[config.mk]
export PLATFORM = sky130hd
export DESIGN_NAME = gpic_top
export DESIGN_NICKNAME = d
export VERILOG_FILES = /design/src/rtl/gpic_pkg.sv /design/src/rtl/gpic_regs.sv /design/src/rtl/gpic_level_map.sv /design/src/rtl/gpic_arbiter.sv /design/src/rtl/gpic_top.sv
export SDC_FILE = /design/constraint.sdc
export NUM_CORES = 1
export LEC_CHECK = 0
export BUFFER_PORTS_ARGS = -buffer_cell sky130_fd_sc_hd__clkbuf_2
export CAP_MARGIN = 0
export CELL_PAD_IN_SITES_DETAIL_PLACEMENT = 1
export CELL_PAD_IN_SITES_GLOBAL_PLACEMENT = 1
export CORE_AREA = 2 2 164 166
export DETAILED_ROUTE_END_ITERATION = 7
export DIE_AREA = 0 0 166 168
export PLACE_DENSITY = 0.69
export SETUP_SLACK_MARGIN = 0.05
export SLEW_MARGIN = 20
export SYNTH_ARGS = -nofsm -noshare
export SYNTH_HDL_FRONTEND = slang
export SYNTH_SLANG_ARGS = --single-unit
[constraint.sdc]
create_clock -name clk -period 53.2 [get_ports clk]
set_clock_uncertainty 0.15 [all_clocks]
set_input_delay 15.96 -clock clk [delete_from_list [all_inputs] [get_ports clk]]
set_output_delay 15.96 -clock clk [all_outputs]
set_load 0.05 [all_outputs]
[src/rtl/gpic_pkg.sv]
package gpic_pkg;

  localparam int LVL_W  = 4;
  localparam int CODE_W = 12;
  localparam int NFIELD = 32;   // 4 addresses x 8 field slots

  localparam logic [2:0] ADDR_MSET = 3'd4;
  localparam logic [2:0] ADDR_MCLR = 3'd5;

  function automatic int num_src(int dma_ch, bit extra);
    return 11 + dma_ch + (extra ? 2 : 0);
  endfunction

  // flat field slot = address*8 + field
  function automatic int field_of(int i, int dma_ch);
    if (i < 4)              return i;
    else if (i < 7)         return 8 + (i - 4);
    else if (i < 11)        return 11;
    else if (i < 11+dma_ch) return 16;
    else                    return 24 + (i - 11 - dma_ch);
  endfunction

  function automatic bit field_live(int f, bit extra);
    return (f < 4) || (f >= 8 && f < 12) || (f == 16) ||
           (extra && (f == 24 || f == 25));
  endfunction

  function automatic logic [CODE_W-1:0] code_of(int i, int dma_ch);
    int r;
    if (i < 4) begin
      case (i)
        0: r = 'h240;
        1: r = 'h2A0;
        2: r = 'h300;
        default: r = 'h360;
      endcase
    end else if (i < 7)         r = 'h400 + 32*(i - 4);
    else if (i < 11)            r = 'h4E0 + 32*(i - 7);
    else if (i < 11+dma_ch) begin
      if (i - 11 < 4)           r = 'h640 + 32*(i - 11);
      else                      r = 'h780 + 32*(i - 15);
    end else if (i == 11+dma_ch) r = 'hB00;
    else                        r = 'hB80;
    return CODE_W'(r);
  endfunction

endpackage

[src/rtl/gpic_regs.sv]
module gpic_regs
  import gpic_pkg::*;
#(
  parameter int DMA_CH    = 4,
  parameter bit EXTRA_TMR = 1'b1,
  parameter int N         = 17
)(
  input  logic                           clk,
  input  logic                           rst_n,
  input  logic                           we,
  input  logic [2:0]                     addr,
  input  logic [31:0]                    wdata,
  output logic [31:0]                    rdata,
  output logic [NFIELD-1:0][LVL_W-1:0]   prio_f,
  output logic [N-1:0]                   mask_q
);

  for (genvar f = 0; f < NFIELD; f++) begin : g_field
    if (field_live(f, EXTRA_TMR)) begin : g_live
      localparam logic [2:0] FADDR = 3'(f / 8);
      localparam int         FBIT  = (f % 8) * LVL_W;
      always_ff @(posedge clk or negedge rst_n) begin
        if (!rst_n)
          prio_f[f] <= '0;
        else if (we && addr == FADDR)
          prio_f[f] <= wdata[FBIT +: LVL_W];
      end
    end else begin : g_dead
      assign prio_f[f] = '0;
    end
  end

  always_ff @(posedge clk or negedge rst_n) begin
    if (!rst_n)
      mask_q <= '0;
    else if (we && addr == ADDR_MSET)
      mask_q <= mask_q | wdata[N-1:0];
    else if (we && addr == ADDR_MCLR)
      mask_q <= mask_q & ~wdata[N-1:0];
  end

  always_comb begin
    rdata = '0;
    if (addr <= 3'd3) begin
      for (int k = 0; k < 8; k++)
        rdata[k*LVL_W +: LVL_W] = prio_f[{addr[1:0], 3'(k)}];
    end else if (addr == ADDR_MSET || addr == ADDR_MCLR) begin
      rdata[N-1:0] = mask_q;
    end
  end

endmodule

[src/rtl/gpic_level_map.sv]
module gpic_level_map
  import gpic_pkg::*;
#(
  parameter int DMA_CH = 4,
  parameter int N      = 17
)(
  input  logic [N-1:0]                  src,
  input  logic [N-1:0]                  mask,
  input  logic [NFIELD-1:0][LVL_W-1:0]  prio_f,
  output logic [N-1:0][LVL_W-1:0]       eff
);

  for (genvar i = 0; i < N; i++) begin : g_src
    localparam int F = field_of(i, DMA_CH);
    assign eff[i] = (src[i] && !mask[i]) ? prio_f[F] : '0;
  end

endmodule

[src/rtl/gpic_arbiter.sv]
module gpic_arbiter
  import gpic_pkg::*;
#(
  parameter int N  = 17,
  parameter int IW = $clog2(N)
)(
  input  logic [N-1:0][LVL_W-1:0] eff,
  output logic [LVL_W-1:0]        win_lvl,
  output logic [IW-1:0]           win_idx
);

  // strict compare keeps the lowest index on a tie
  always_comb begin
    win_lvl = '0;
    win_idx = '0;
    for (int i = 0; i < N; i++) begin
      if (eff[i] > win_lvl) begin
        win_lvl = eff[i];
        win_idx = IW'(i);
      end
    end
  end

endmodule

[src/rtl/gpic_top.sv]
module gpic_top
  import gpic_pkg::*;
#(
  parameter int DMA_CH    = 4,
  parameter bit EXTRA_TMR = 1'b1
)(
  input  logic                                    clk,
  input  logic                                    rst_n,
  input  logic                                    reg_we,
  input  logic [2:0]                              reg_addr,
  input  logic [31:0]                             reg_wdata,
  output logic [31:0]                             reg_rdata,
  input  logic [num_src(DMA_CH, EXTRA_TMR)-1:0]   src_lvl,
  input  logic [3:0]                              cpu_mask,
  output logic                                    irq_req,
  output logic [3:0]                              irq_level,
  output logic [11:0]                             irq_code
);

  localparam int N_SRC = num_src(DMA_CH, EXTRA_TMR);
  localparam int IW    = $clog2(N_SRC);

  logic [NFIELD-1:0][LVL_W-1:0] prio_f;
  logic [N_SRC-1:0]             mask_vec;
  logic [N_SRC-1:0][LVL_W-1:0]  eff;
  logic [LVL_W-1:0]             win_lvl;
  logic [IW-1:0]                win_idx;
  logic [N_SRC-1:0][CODE_W-1:0] code_tab;
  logic [CODE_W-1:0]            win_code;

  gpic_regs #(.DMA_CH(DMA_CH), .EXTRA_TMR(EXTRA_TMR), .N(N_SRC)) u_regs (
    .clk   (clk),
    .rst_n (rst_n),
    .we    (reg_we),
    .addr  (reg_addr),
    .wdata (reg_wdata),
    .rdata (reg_rdata),
    .prio_f(prio_f),
    .mask_q(mask_vec)
  );

  gpic_level_map #(.DMA_CH(DMA_CH), .N(N_SRC)) u_map (
    .src   (src_lvl),
    .mask  (mask_vec),
    .prio_f(prio_f),
    .eff   (eff)
  );

  gpic_arbiter #(.N(N_SRC), .IW(IW)) u_arb (
    .eff    (eff),
    .win_lvl(win_lvl),
    .win_idx(win_idx)
  );

  for (genvar i = 0; i < N_SRC; i++) begin : g_code
    assign code_tab[i] = code_of(i, DMA_CH);
  end

  assign win_code = code_tab[win_idx];

  always_ff @(posedge clk or negedge rst_n) begin
    if (!rst_n) begin
      irq_req   <= 1'b0;
      irq_level <= '0;
      irq_code  <= '0;
    end else begin
      irq_req   <= (win_lvl > cpu_mask);
      irq_level <= win_lvl;
      irq_code  <= (win_lvl == '0) ? '0 : win_code;
    end
  end

endmodule

==> impl_results.md <==
- Die area: about 28,000 sq um
- Gpl congestion: 0.820
- Peak Freq: 0.0234 GHz
- Synth Area in Adders: 0.0753
- Initial Util: 0.292
- H-tree level count: 3
- Worst setup SP type: primary input
- # setup viols final: 0
- CTS Buf Count: 9
- Largest family of logic cells by synthesized area: compound AO/OA/AOI/OAI gates
- Routed wire length per instance: 18.4 microns
- Initial antenna violation count: 0
- Post-CTS Setup Bufs: 0
- Clk slew on worst S/H paths: ~0.07 ns
- CP Capture Type: flip-flop
- Yosys reg bits: 73
- Crit share post-route: 0.803
- Die Width: ~170 microns
- GRT Overall Usage: 0.176
- Critical path peak fanout: 13
- Cell Area, Synth: 7700 sq um
- Max stage delay on crit path: 0.49 ns
- Hold-fix buffers, CTS: 0
- Fin. Hold Viols: 0
- Pre-antenna DRT Iters: 5
- Diode count: 0
- WP data arrival: between 40 and 50 ns
- Simple-gate share of the synthesized area: 0.227
- CP top delay family: compound AO/OA/AOI/OAI gates
- DRT antenna net count: 0
- Sequential share of the synthesized area: 0.237
- Worst setup path class: in2reg
- Mean cell area of the mapped netlist: 8.25 sq um
- Rows: 60
- Post-synthesis compound-gate area fraction: 0.258
- Max Buffers Root-to-Sink: 2
- Final net count: 1,089
- Area Growth Syn to Fin: 11.7%
- Synth warnings: 0
- Cell depth of the worst min-delay path: 2
- Max-cap viol count: 0
- Slowest cell on crit path: mux2i_1
- FILL cells: around 3,200
- Sequential cell area: 1830 sq um
- Bufs and invs on worst path: 3
- Required @ worst endpoint: 53.27 ns
- Worst-margin pin slew: between 0.9 and 1 ns
- 1st-iter DRT viols: between 300 and 400
- Max-slew violation count: 0
- Share of post-route cells with drive strength above 1: 0.185
- Clk Latency, worst-skew pair: 0.35 ns
- Core area: 26,400 sq um
- Io pins: 108
- DR vias: about 7,200
- Most frequent cells in the layout: nand2_1, nor2_1, dfrtp_1
- Tightest Hold Check Type: reg2reg
- CTS tree: yes
- Most used DFF post-synth: dfrtp_1
- Run status: finished, final reports clean
- Sum of negative setup slack: 0 ns
- Internal reg-to-reg setup slack: 25.80 ns
- DR vias/cell: roughly 5.4
- First-pass GRT wire length: 39,900 microns
- Root Driver: clkbuf_16
- IO Port Bufs: around 70
- Post-route DRC: 0
- Fraction of registers with async set/reset: 1.00
- Relative slew slack: 0.351
- Commonest non-fill, non-tap cell in the layout: nand2_1
- Clk sinks: 73
- Final worst path period need: 42.71 ns
- Gate count of the mapped netlist: 933
- Vias in the first global route: 7,437
- Die Ht: 168 microns
- Synth Area in XOR/XNOR: 0.0101
- Mux contribution to synthesized area: 0.133
- CP most frequent cell: ha_1
- Number of synthesized flops with an enable pin: 0
- RR Endpoint: irq_req
- Dpl hpwl: just under 20,000 microns
- Unrepaired setup endpoints after global routing: no
- Depth of the most critical reg-to-reg path: approximately 120
- Grt total ovfl: 0
- PostCTS Resize Cnt: 0
- Largest net degree at the start of global routing: 74
- Yosys cell types: 94
- Routed WL: 24,500 microns
- Area of the multi-input gates: 5500 sq um
synth_stat cells (10+ instances only):
cell type  count  share of area
dfrtp_1       73           0.24
ha_1          43          0.070
nand3_1       22          0.014
mux2_2        55          0.080
nor2b_1       22          0.018
buf_4         21          0.020
a21oi_1       57          0.037
o211ai_1      18          0.018
mux2i_1       30          0.039
a31oi_1       32          0.026
a21o_1        10         0.0098
nor2_1        80          0.039
clkbuf_1      20         0.0098
o21ai_0       40          0.026
nand2_1       99          0.048
nor3_1        15         0.0098
inv_1         39          0.019
and2_1        42          0.034
o22ai_1       13          0.011
o21a_1        15          0.015
tightest hold or removal path, stage by stage, from the launching register on:
cell and delay, ns:
dfrtp_1 0.36, nand2_1 0.05, o21ai_0 0.06
area by class of cell:
class	instances	share of cell area
repair buffers	76	0.0457
flip-flops and latches	73	0.212
clock inverters	7	0.00961
inverters	39	0.0170
multi-input cells	788	0.639
clock buffers	9	0.0262
well taps	341	0.0496
cells by family (layout without fill, tap and decap cells):
kind of cell    after synthesis  after routing
compound gates              280            280
xor+xnor                      8              8
fa+ha+maj                    47             47
buf+inv                      91            131
flops                        73             73
mux                          90             90
other cells                   1             20
simple gates                343            343
metrics by stage:
step                cells  hold slack, ns  setup WS, ns  area (sq um)  utilization
global placement     1317           0.340         10.93          8290        0.315
floorplan             952           0.319         14.39          7770            -
finish               1333           0.357         10.49          8600        0.326
global route         1333           0.412          8.29          8600        0.326
CTS                  1333           0.358         10.71          8600        0.326
detailed placement   1317           0.344         10.42          8290        0.315
routing by layer:
| layer | vias up | share of wire | GRT usage | wire length, microns |
|---|---|---|---|---|
| met5 | - | 0 | 0 | 0 |
| met4 | 0 | 0.0070 | 0.0280 | 172 |
| met3 | 14 | 0.037 | 0.0270 | 904 |
| met2 | 129 | 0.50 | 0.314 | 12200 |
| met1 | 3535 | 0.46 | 0.228 | 11200 |
| li1 | 3543 | - | - | - |
worst max path at each step:
| stage | slack, ns | start | depth (start not counted) | endpoint |
|---|---|---|---|---|
| 2_1_floorplan | 14.39 | src_lvl[1] | 123 | irq_req |
| 3_3_place_gp | 10.93 | src_lvl[1] | 123 | irq_req |
| 3_5_place_dp | 10.42 | src_lvl[1] | 124 | irq_req |
| 4_1_cts | 10.71 | src_lvl[1] | 125 | irq_req |
| 5_1_grt | 8.29 | src_lvl[1] | 125 | irq_req |
| 6_report | 10.49 | src_lvl[1] | 124 | irq_req |
Power is left out: the tool's default activity adds up to more than one toggle a clock period on the data nets, which glitch-free logic cannot reach.
